## config.mk

```make
export PLATFORM = sky130hd
export DESIGN_NAME = uart_rx_err
export DESIGN_NICKNAME = d
export VERILOG_FILES = /design/src/rtl/uart_rx_pkg.sv /design/src/rtl/uart_rx_sync.sv /design/src/rtl/uart_rx_engine.sv /design/src/rtl/uart_rx_hold.sv /design/src/rtl/uart_rx_err.sv
export SDC_FILE = /design/constraint.sdc
export NUM_CORES = 1
export LEC_CHECK = 0
export CAP_MARGIN = 20
export CORE_ASPECT_RATIO = 1.2
export CORE_MARGIN = 8
export CORE_UTILIZATION = 50
export CTS_BUF_LIST = sky130_fd_sc_hd__clkbuf_16
export DETAILED_ROUTE_END_ITERATION = 16
export DONT_BUFFER_PORTS = 1
export GPL_ROUTABILITY_DRIVEN = 0
export GPL_TIMING_DRIVEN = 0
export SETUP_SLACK_MARGIN = 0.15
export SLEW_MARGIN = 5
export SYNTH_ARGS = -nofsm -noshare
export SYNTH_HDL_FRONTEND = slang
export SYNTH_SLANG_ARGS = --single-unit
export TNS_END_PERCENT = 100
```

## constraint.sdc

```tcl
create_clock -name clk_i -period 2.2 [get_ports clk_i]
set_input_delay 0.33 -clock clk_i [delete_from_list [all_inputs] [get_ports clk_i]]
set_output_delay 0.33 -clock clk_i [all_outputs]
set_load 0.005 [all_outputs]
```

## src/rtl/uart_rx_pkg.sv

```systemverilog
package uart_rx_pkg;
  localparam int MAX_BITS = 9;

  typedef enum logic [1:0] {LEN_7 = 2'd0, LEN_8 = 2'd1, LEN_9 = 2'd2} len_e;

  typedef enum logic [2:0] {
    ST_IDLE, ST_START, ST_DATA, ST_PAR, ST_STOP1, ST_STOP2
  } rx_st_e;

  typedef struct packed {
    logic [MAX_BITS-1:0] data;
    logic                frm_err;
    logic                par_err;
  } rx_res_t;

  function automatic logic [3:0] len_bits(len_e l);
    case (l)
      LEN_7:   return 4'd7;
      LEN_9:   return 4'd9;
      default: return 4'd8;
    endcase
  endfunction
endpackage

```

## src/rtl/uart_rx_sync.sv

```systemverilog
module uart_rx_sync #(
  parameter int STAGES = 2
) (
  input  logic clk_i,
  input  logic rst_ni,
  input  logic d_i,
  output logic q_o
);
  logic [STAGES-1:0] r_q;

  generate
    if (STAGES == 1) begin : g_one
      always_ff @(posedge clk_i or negedge rst_ni)
        if (!rst_ni) r_q <= '1;
        else         r_q <= d_i;
    end else begin : g_chain
      always_ff @(posedge clk_i or negedge rst_ni)
        if (!rst_ni) r_q <= '1;
        else         r_q <= {r_q[STAGES-2:0], d_i};
    end
  endgenerate

  assign q_o = r_q[STAGES-1];
endmodule

```

## src/rtl/uart_rx_engine.sv

```systemverilog
module uart_rx_engine
  import uart_rx_pkg::*;
#(
  parameter int OSR = 16
) (
  input  logic    clk_i,
  input  logic    rst_ni,
  input  logic    tick_i,
  input  logic    rxd_i,
  input  logic    rx_en_i,
  input  len_e    len_i,
  input  logic    par_en_i,
  input  logic    par_odd_i,
  input  logic    stop2_i,
  output logic    busy_o,
  output logic    pre_stop_o,
  output logic    done_o,
  output rx_res_t res_o
);
  localparam int CW = $clog2(OSR);
  localparam int BW = $clog2(MAX_BITS + 1);
  localparam logic [CW-1:0] MID  = CW'(OSR / 2 - 1);
  localparam logic [CW-1:0] LAST = CW'(OSR - 1);

  rx_st_e              st_q;
  logic [CW-1:0]       cnt_q;
  logic [BW-1:0]       idx_q;
  logic [MAX_BITS-1:0] sh_q;
  logic                acc_q, stop_bad_q;
  rx_res_t             res_q;

  logic [3:0] nbits;
  logic [3:0] shamt;
  logic       last_data;

  assign nbits     = len_bits(len_i);
  assign shamt     = 4'(MAX_BITS) - nbits;
  assign last_data = (idx_q == BW'(nbits - 4'd1));

  always_ff @(posedge clk_i or negedge rst_ni) begin
    if (!rst_ni) begin
      st_q       <= ST_IDLE;
      cnt_q      <= '0;
      idx_q      <= '0;
      sh_q       <= '0;
      acc_q      <= 1'b0;
      stop_bad_q <= 1'b0;
      res_q      <= '0;
      pre_stop_o <= 1'b0;
      done_o     <= 1'b0;
    end else begin
      pre_stop_o <= 1'b0;
      done_o     <= 1'b0;
      if (!rx_en_i) begin
        st_q <= ST_IDLE;
      end else begin
        case (st_q)
          ST_IDLE: if (tick_i && !rxd_i) begin
            st_q  <= ST_START;
            cnt_q <= '0;
          end
          ST_START: if (tick_i) begin
            if (cnt_q == MID) begin
              cnt_q <= '0;
              if (!rxd_i) begin
                st_q       <= ST_DATA;
                idx_q      <= '0;
                acc_q      <= 1'b0;
                stop_bad_q <= 1'b0;
              end else begin
                st_q <= ST_IDLE;  // glitch
              end
            end else begin
              cnt_q <= cnt_q + 1'b1;
            end
          end
          default: if (tick_i) begin
            if (cnt_q != LAST) begin
              cnt_q <= cnt_q + 1'b1;
            end else begin
              cnt_q <= '0;
              case (st_q)
                ST_DATA: begin
                  sh_q  <= {rxd_i, sh_q[MAX_BITS-1:1]};
                  acc_q <= acc_q ^ rxd_i;
                  idx_q <= idx_q + 1'b1;
                  if (last_data) begin
                    st_q       <= par_en_i ? ST_PAR : ST_STOP1;
                    pre_stop_o <= !par_en_i;
                  end
                end
                ST_PAR: begin
                  acc_q      <= acc_q ^ rxd_i;
                  pre_stop_o <= 1'b1;
                  st_q       <= ST_STOP1;
                end
                ST_STOP1: begin
                  if (stop2_i) begin
                    stop_bad_q <= !rxd_i;
                    st_q       <= ST_STOP2;
                  end else begin
                    res_q.data    <= sh_q >> shamt;
                    res_q.frm_err <= !rxd_i;
                    res_q.par_err <= par_en_i & (acc_q ^ par_odd_i);
                    done_o        <= 1'b1;
                    st_q          <= ST_IDLE;
                  end
                end
                ST_STOP2: begin
                  res_q.data    <= sh_q >> shamt;
                  res_q.frm_err <= stop_bad_q | !rxd_i;
                  res_q.par_err <= par_en_i & (acc_q ^ par_odd_i);
                  done_o        <= 1'b1;
                  st_q          <= ST_IDLE;
                end
                default: st_q <= ST_IDLE;
              endcase
            end
          end
        endcase
      end
    end
  end

  assign busy_o = (st_q != ST_IDLE);
  assign res_o  = res_q;
endmodule

```

## src/rtl/uart_rx_hold.sv

```systemverilog
module uart_rx_hold
  import uart_rx_pkg::*;
(
  input  logic                clk_i,
  input  logic                rst_ni,
  input  logic                rx_en_i,
  input  logic                rd_i,
  input  logic                rts_en_i,
  input  logic                pre_stop_i,
  input  logic                done_i,
  input  rx_res_t             res_i,
  output logic [MAX_BITS-1:0] rdata_o,
  output logic                full_o,
  output logic                ovr_err_o,
  output logic                frm_err_o,
  output logic                par_err_o,
  output logic                err_sum_o,
  output logic                rts_o,
  output logic                irq_o
);
  logic ovr_hit_q;
  logic rd_eff;

  assign rd_eff = rd_i && full_o;

  always_ff @(posedge clk_i or negedge rst_ni) begin
    if (!rst_ni) begin
      rdata_o   <= '0;
      full_o    <= 1'b0;
      ovr_err_o <= 1'b0;
      frm_err_o <= 1'b0;
      par_err_o <= 1'b0;
      ovr_hit_q <= 1'b0;
      irq_o     <= 1'b0;
    end else begin
      irq_o <= 1'b0;
      if (!rx_en_i) begin
        ovr_err_o <= 1'b0;
        frm_err_o <= 1'b0;
        par_err_o <= 1'b0;
        ovr_hit_q <= 1'b0;
      end else begin
        if (rd_eff) begin
          full_o    <= 1'b0;
          ovr_err_o <= 1'b0;
          frm_err_o <= 1'b0;
          par_err_o <= 1'b0;
        end
        if (pre_stop_i) begin
          ovr_hit_q <= full_o && !rd_i;
          if (full_o && !rd_i) ovr_err_o <= 1'b1;
        end
        if (done_i) begin
          rdata_o   <= res_i.data;
          full_o    <= 1'b1;
          frm_err_o <= (frm_err_o & !rd_eff) | res_i.frm_err;
          par_err_o <= (par_err_o & !rd_eff) | res_i.par_err;
          irq_o     <= !ovr_hit_q;
          ovr_hit_q <= 1'b0;
        end
      end
    end
  end

  assign err_sum_o = ovr_err_o | frm_err_o | par_err_o;
  assign rts_o     = rts_en_i & !(rx_en_i & !full_o);
endmodule

```

## src/rtl/uart_rx_err.sv

```systemverilog
module uart_rx_err
  import uart_rx_pkg::*;
#(
  parameter int OSR         = 16,
  parameter int SYNC_STAGES = 2
) (
  input  logic                clk_i,
  input  logic                rst_ni,
  input  logic                tick_i,
  input  logic                rxd_i,
  input  logic                rx_en_i,
  input  logic [1:0]          data_len_i,
  input  logic                par_en_i,
  input  logic                par_odd_i,
  input  logic                stop2_i,
  input  logic                rd_i,
  input  logic                rts_en_i,
  output logic [MAX_BITS-1:0] rdata_o,
  output logic                full_o,
  output logic                ovr_err_o,
  output logic                frm_err_o,
  output logic                par_err_o,
  output logic                err_sum_o,
  output logic                rts_o,
  output logic                irq_o
);
  logic    rxd_s;
  logic    busy_w, pre_stop_w, done_w;
  rx_res_t res_w;

  uart_rx_sync #(.STAGES(SYNC_STAGES)) sync_i (
    .clk_i (clk_i),
    .rst_ni(rst_ni),
    .d_i   (rxd_i),
    .q_o   (rxd_s)
  );

  uart_rx_engine #(.OSR(OSR)) engine_i (
    .clk_i     (clk_i),
    .rst_ni    (rst_ni),
    .tick_i    (tick_i),
    .rxd_i     (rxd_s),
    .rx_en_i   (rx_en_i),
    .len_i     (len_e'(data_len_i)),
    .par_en_i  (par_en_i),
    .par_odd_i (par_odd_i),
    .stop2_i   (stop2_i),
    .busy_o    (busy_w),
    .pre_stop_o(pre_stop_w),
    .done_o    (done_w),
    .res_o     (res_w)
  );

  uart_rx_hold hold_i (
    .clk_i     (clk_i),
    .rst_ni    (rst_ni),
    .rx_en_i   (rx_en_i),
    .rd_i      (rd_i),
    .rts_en_i  (rts_en_i),
    .pre_stop_i(pre_stop_w),
    .done_i    (done_w),
    .res_i     (res_w),
    .rdata_o   (rdata_o),
    .full_o    (full_o),
    .ovr_err_o (ovr_err_o),
    .frm_err_o (frm_err_o),
    .par_err_o (par_err_o),
    .err_sum_o (err_sum_o),
    .rts_o     (rts_o),
    .irq_o     (irq_o)
  );
endmodule

```

==> results of run 1 <==
critical path, cell delays in order (launching register included):
cell      delay (ps)
dfrtp_1          410
clkbuf_1         380
nand2b_1         100
a211oi_1         450
nand2_1          180
nor3_1           160
a21o_1           100
timing repair:
item | 4_1_cts | 5_1_grt
setup buffers | 2 | 2
resized for setup | 0 | 2
hold buffers | 2 | 0
setup endpoints to repair | 4 | 11
hold endpoints to repair | 52 | 0
pin swaps | 1 | 1
routing by layer:
layer | routed length, um | track usage (%) | up-vias
li1 | - | - | 863
met1 | 2100 | 15.7 | 832
met2 | 2590 | 24.4 | 20
met3 | 193 | 3.45 | 6
met4 | 69 | 4.78 | 0
met5 | 0 | 0 | -
state kept, by name, indices dropped and copies added, names as in the netlist, 2 cells and up:
| signal | cells |
|---|---|
| engine_i.res_o | 11 |
| engine_i.sh_q | 9 |
| hold_i.rdata_o | 9 |
| engine_i.cnt_q | 4 |
| engine_i.idx_q | 4 |
| engine_i.st_q | 3 |
| sync_i.r_q | 2 |
through the flow:
| step | setup slack (ps) | util, % |
|---|---|---|
| 2_1_floorplan | 370 | - |
| 3_3_place_gp | 161 | 53.4 |
| 3_5_place_dp | 152 | 53.4 |
| 4_1_cts | 202 | 58.5 |
| 5_1_grt | 183 | 58.9 |
| 6_report | 357 | 58.9 |
final cells by class:
cell class	instances	area [sq um]	area share [%]
Buffer	10	53.8	1.86
Tap cell	60	75.1	2.60
Clock buffer	5	125	4.33
Clock inverter	2	60.1	2.08
Sequential cell	52	1300	45.1
Multi-Input combinational cell	175	1180	40.9
Timing Repair Buffer	6	80.1	2.77
Inverter	3	11.3	0.390
kinds of logic after synthesis:
| family | after synthesis | synth area share (%) |
|---|---|---|
| AND/OR/NAND/NOR | 95 | 18.8 |
| adder cells (fa/ha/maj) | 2 | 0.983 |
| buffers and inverters | 13 | 2.56 |
| XOR/XNOR | 4 | 1.38 |
| flip-flops | 52 | 51.2 |
| AO/OA/AOI/OAI | 45 | 11.4 |
| multiplexers | 29 | 13.7 |
power by group through the flow:
stage / clock network (W) / logic (W) / registers [W]
5_1_grt: 0.00102 / 0.000195 / 0.00103
3_5_place_dp: 0 / 0.000133 / 0.00105
4_1_cts: 0.000975 / 0.000163 / 0.00103
3_3_place_gp: 0 / 0.000132 / 0.00104
2_1_floorplan: 0 / 0.000110 / 0.00103
6_report: 0.000959 / 0.000170 / 0.00103
placed cells by master, fill, tap and decap left out, types with 3 or more instances in the layout:
cell	netlist	final
nor2b_1	5	5
nor2_1	21	20
o21ai_1	13	13
mux2i_1	9	9
a21oi_1	13	13
buf_4	2	5
a21o_1	3	3
xor2_1	3	3
nand3_1	9	9
nand2b_1	5	5
a211oi_1	3	3
nor3_1	4	4
clkbuf_1	6	6
clkbuf_16	0	5
a22oi_1	3	3
or3_1	3	3
nand2_1	33	33
mux2_2	10	10
mux2_4	9	9
dfrtp_1	50	50
final timing paths:
kind                                                      end  depth (start not counted)
max in group asynchronous             sync_i.r_q[0]$_DFF_PN1_                          2
min in group asynchronous       hold_i.rdata_o[7]$_DFFE_PN0P_                          2
worst max register to register  engine_i.idx_q[0]$_DFFE_PN0P_                          6
worst max-delay path            engine_i.idx_q[0]$_DFFE_PN0P_                          6
worst min register to register        sync_i.r_q[1]$_DFF_PN1_                          0
worst min-delay path                  sync_i.r_q[0]$_DFF_PN1_                          0
==> results.py, run 1 <==
metrics = {
    "floorplan": {
        "rows": 28,
        "die_y_um": 94.2,
        "ios": 28,
        "die_x_um": 81.1,
        "core_area_sq_um": 4900,
        "start_util_pct": 51.9,
        "die-area_sq_um": 7640,
    },
    "layout": {
        "final_nets": 267,
        "fin_cells": 313,
        "layout-drive-gt1-share_pct": 18.6,
        "stdcell_area_sq_um": 2890,
        "diodes": 0,
        "syn2layout_area_growth_pct": 13.6,
        "nFillCells": 428,
    },
    "yosys": {
        "synth_most_common_cell": "dfrtp_1",
        "ys_seq_area_share_pct": 51.2,
        "ys_ff_latch": 52,
        "synth_edf_count": 0,
        "yosys_warnings": 0,
        "yosys-top-cells-area": "dfrtp_1, mux2_4, nand2_1",
        "syn-num-nets": 254,
        "netlist_area_sq_um": 2540,
        "synth_cells": 240,
        "synth-main-ff-cell": "dfrtp_1",
        "yosys.area.top_type": "dfrtp_1",
        "syn_area_per_cell_sq_um": 10.6,
        "synth.distinct_cells": 49,
        "synth_top_cells_by_count": "dfrtp_1, nand2_1, nor2_1",
        "synthArstFlopShare_pct": 100,
        "synth_top_area_share_pct": 49.2,
    },
    "setup_path": {
        "r2r_start": "engine_i.st_q[1]$_DFFE_PN0P_",
        "cp_data_arrival_time_ps": 2070,
        "end_kind": "register",
        "cp_max_fo": 10,
        "critPathKind": "register to register",
        "cp-startpoint": "engine_i.st_q[1]$_DFFE_PN0P_",
        "timing.reg2reg.setup_slack_ps": 360,
        "crit_required_ps": 2420,
        "cp-start-kind": "register",
    },
    "timing": {
        "relSlewSlack_pct": 65.5,
        "fin_crit_sh_pct": 83.8,
        "period_needed_ps": 1840,
        "finalMaxSlewViolations": 0,
        "finalSetupTns_ps": 0,
        "fmax_ghz": 0.543,
        "setup_viol_count_final": 0,
        "worst_hold_slack_ps": 41.0,
        "finalClockSkew_ps": 4.06,
        "rsz0062_at_grt": "no",
        "worst_pin_slew_ps": 517,
        "hold_viol": 0,
    },
    "power_and_ir_drop": {
        "p_switching_w": 0.000454,
        "combPwrFrac_pct": 7.9,
        "cell_internal_pwr_w": 0.00170,
        "peakVddDrop_v": 0.000501,
        "pwr_density_cell_nw_per_um2": 746,
        "leakage_nw": 1.34,
        "pwr-share-seq_pct": 47.7,
        "p_sw_share_pct": 21.1,
        "power_w": 0.00216,
        "clockPowerShare_pct": 44.5,
    },
    "placed_design": {
        "placed_area_sq_um": 2620,
        "portBuffers": 0,
        "placed_cells": 300,
        "place_hpwl_um": 3490,
    },
    "global_route": {
        "grt_pass1_wl_um": 8300,
        "overflow": 0,
        "grt_antenna_before_repair": 0,
        "gr-usage-all-layers_pct": 13.9,
        "grt_max_degree": 53,
        "grt_pass1_vias": 1732,
    },
    "routing": {
        "postRouteAntennaNets": 0,
        "drc_errors": 0,
        "drtPass1Iterations": 4,
        "num_vias": 1721,
        "drt_iter0_drc": 69,
        "routedWlPerCell_um": 15.8,
        "via_per_inst": 5.50,
        "wirelength_um": 4950,
    },
    "clock_tree": {
        "clockBufferDepth": 2,
        "path_clk_slew_ps": 60,
        "root_buffer": "clkbuf_16",
        "h-tree-depth": 2,
        "cts.sinks": 52,
        "clkLatencyLatePin_ps": 280,
        "tritoncts.num_buffers": 5,
        "cts_tree": "yes",
    },
    "worst_hold_path": {
        "worstHoldStart": "rxd_i",
        "hp-class": "primary input to register",
    },
    "flow_run": {
        "drv_cap": 0,
    },
    "status": {
        "status": "complete, no violations",
    },
}
(Power assumes the default switching activity.)
==> run 2: changes to the inputs <==
- clock period: 2.2 -> 1.9 ns (I/O delays scaled with it)
==> results.py, run 2 (synthesis gave the netlist of run 1 again) <==
metrics = {
    "status": {
        "status": "complete, no violations",
    },
    "power_and_ir_drop": {
        "p_sw_share_pct": 25.0,
        "peakVddDrop_v": 0.000395,
        "pwr-share-seq_pct": 51.0,
        "p_switching_w": 0.000579,
        "cell_internal_pwr_w": 0.00174,
        "clockPowerShare_pct": 38.4,
        "leakage_nw": 1.37,
        "combPwrFrac_pct": 10.5,
        "pwr_density_cell_nw_per_um2": 776,
    },
    "routing": {
        "wirelength_um": 5230,
        "num_vias": 1776,
        "drtPass1Iterations": 4,
        "postRouteAntennaNets": 0,
        "routedWlPerCell_um": 16.2,
        "drt_iter0_drc": 85,
        "via_per_inst": 5.52,
        "drc_errors": 0,
    },
    "global_route": {
        "overflow": 0,
        "grt_pass1_vias": 1869,
        "grt_max_degree": 53,
        "gr-usage-all-layers_pct": 14.8,
        "grt_antenna_before_repair": 0,
        "grt_pass1_wl_um": 8790,
    },
    "clock_tree": {
        "path_clk_slew_ps": 60,
        "clockBufferDepth": 2,
        "cts_tree": "yes",
        "h-tree-depth": 2,
        "cts.sinks": 52,
        "clkLatencyLatePin_ps": 290,
        "tritoncts.num_buffers": 5,
        "root_buffer": "clkbuf_16",
    },
    "floorplan": {
        "die-area_sq_um": 7640,
        "die_x_um": 81.1,
        "die_y_um": 94.2,
        "rows": 28,
        "start_util_pct": 51.9,
        "core_area_sq_um": 4900,
        "ios": 28,
    },
    "placed_design": {
        "placed_area_sq_um": 2640,
        "dp_slack_ps": -67.2,
        "place_hpwl_um": 3480,
        "portBuffers": 0,
    },
    "flow_run": {
        "drv_cap": 0,
    },
    "timing": {
        "relSlewSlack_pct": 65.1,
        "finalClockSkew_ps": 7.86,
        "finalMaxSlewViolations": 0,
        "fmax_ghz": 0.577,
        "setup_viol_count_final": 0,
        "period_needed_ps": 1730,
        "worst_pin_slew_ps": 524,
        "hold_viol": 0,
        "worst_slack_ps": 167,
        "fin_crit_sh_pct": 91.2,
        "rsz0062_at_grt": "yes",
    },
    "setup_path": {
        "cp-start-kind": "register",
        "cp_cell_sequence": "or3_1, a211oi_2, nor4bb_2, nor2_1, mux2_1",
        "crit_required_ps": 2070,
        "cp_data_arrival_time_ps": 1900,
        "r2r_start": "engine_i.idx_q[0]$_DFFE_PN0P_",
        "end_kind": "register",
        "critPathKind": "register to register",
        "cp_slowest_cell": "dfrtp_1",
        "r2r-end": "engine_i.st_q[1]$_DFFE_PN0P_",
        "cp_max_fo": 4,
        "timing.reg2reg.setup_slack_ps": 170,
        "cpPeakStageDelay_ps": 400,
        "cp-startpoint": "engine_i.idx_q[0]$_DFFE_PN0P_",
        "cp-endpoint": "engine_i.st_q[1]$_DFFE_PN0P_",
        "reg2reg_depth": 5,
    },
    "layout": {
        "syn2layout_area_growth_pct": 17.5,
        "final_cell_mix": "dfrtp_1, nand2_1, nor2_1",
        "layout-drive-gt1-share_pct": 23.7,
        "mostFrequentLayoutCell": "dfrtp_1",
        "diodes": 0,
        "stdcell_area_sq_um": 2990,
        "largest_register_ffs": 11,
        "final_nets": 275,
    },
    "worst_hold_path": {
        "hp-class": "primary input to register",
    },
}
## run 2: per-stage QoR
step,util (%),setup TNS (ps),hold slack [ps],std cells,total power (W)
floorplan,-,0,-10.6,240,0.00133
global placement,53.9,-483,-8.90,300,0.00137
detailed placement,53.9,-549,-8.87,300,0.00137
CTS,59.4,0,137,317,0.00232
global route,61.0,0,156,322,0.00243
finish,61.0,0,147,322,0.00232
## run 2: timing repair
item                                   in CTS  in global routing
pin swaps                                   7                  5
gates cloned                                0                  1
endpoints found under the hold margin      53                  0
gates resized for setup                     5                  5
setup endpoints to repair                  16                 15
hold buffers                                3                  0
buffers inserted                            6                  4
## run 2: power groups by stage
stage	registers, W	logic [W]	clock network (W)
finish	0.00118	0.000245	0.000892
global route	0.00119	0.000279	0.000958
CTS	0.00118	0.000233	0.000910
detailed placement	0.00121	0.000161	0
global placement	0.00121	0.000157	0
floorplan	0.00120	0.000130	0
## run 2: routing by layer
layer	track usage, %	part of all wire, %	vias to the layer above
met5	0	0	-
met4	6.72	2.1	0
met3	3.83	4.0	10
met2	26.3	54	21
met1	15.9	40	861
li1	-	-	884
## run 2: final cells by class
cell class / instances / area, sq um
fill: 425 / 1910
sequential: 52 / 1300
multi-input combinational: 175 / 1240
timing repair buffer: 14 / 160
clock buffer: 5 / 125
tap: 60 / 75.1
buffer: 10 / 56.3
clock inverter: 3 / 20.0
inverter: 3 / 11.3
## run 2: worst min-delay path by stage
stage | from | endpoint | cells past startpoint | slack [ps]
global placement | rst_ni | hold_i.irq_o$_DFF_PN0_ | 0 | -9
floorplan | rst_ni | engine_i.acc_q$_DFFE_PN0P_ | 0 | -10
CTS | par_en_i | engine_i.res_o[0]$_DFFE_PN0P_ | 2 | 140
global route | par_en_i | engine_i.res_o[0]$_DFFE_PN0P_ | 2 | 160
finish | par_en_i | engine_i.res_o[0]$_DFFE_PN0P_ | 2 | 150
detailed placement | rst_ni | hold_i.irq_o$_DFF_PN0_ | 0 | -9
## run 2: worst max-delay path, delay by kind of cell (launching register included)
| family | cells | cell delay (ps) |
|---|---|---|
| simple gates | 3 | 610 |
| flops | 1 | 400 |
| mux | 1 | 330 |
| compound gates | 1 | 260 |
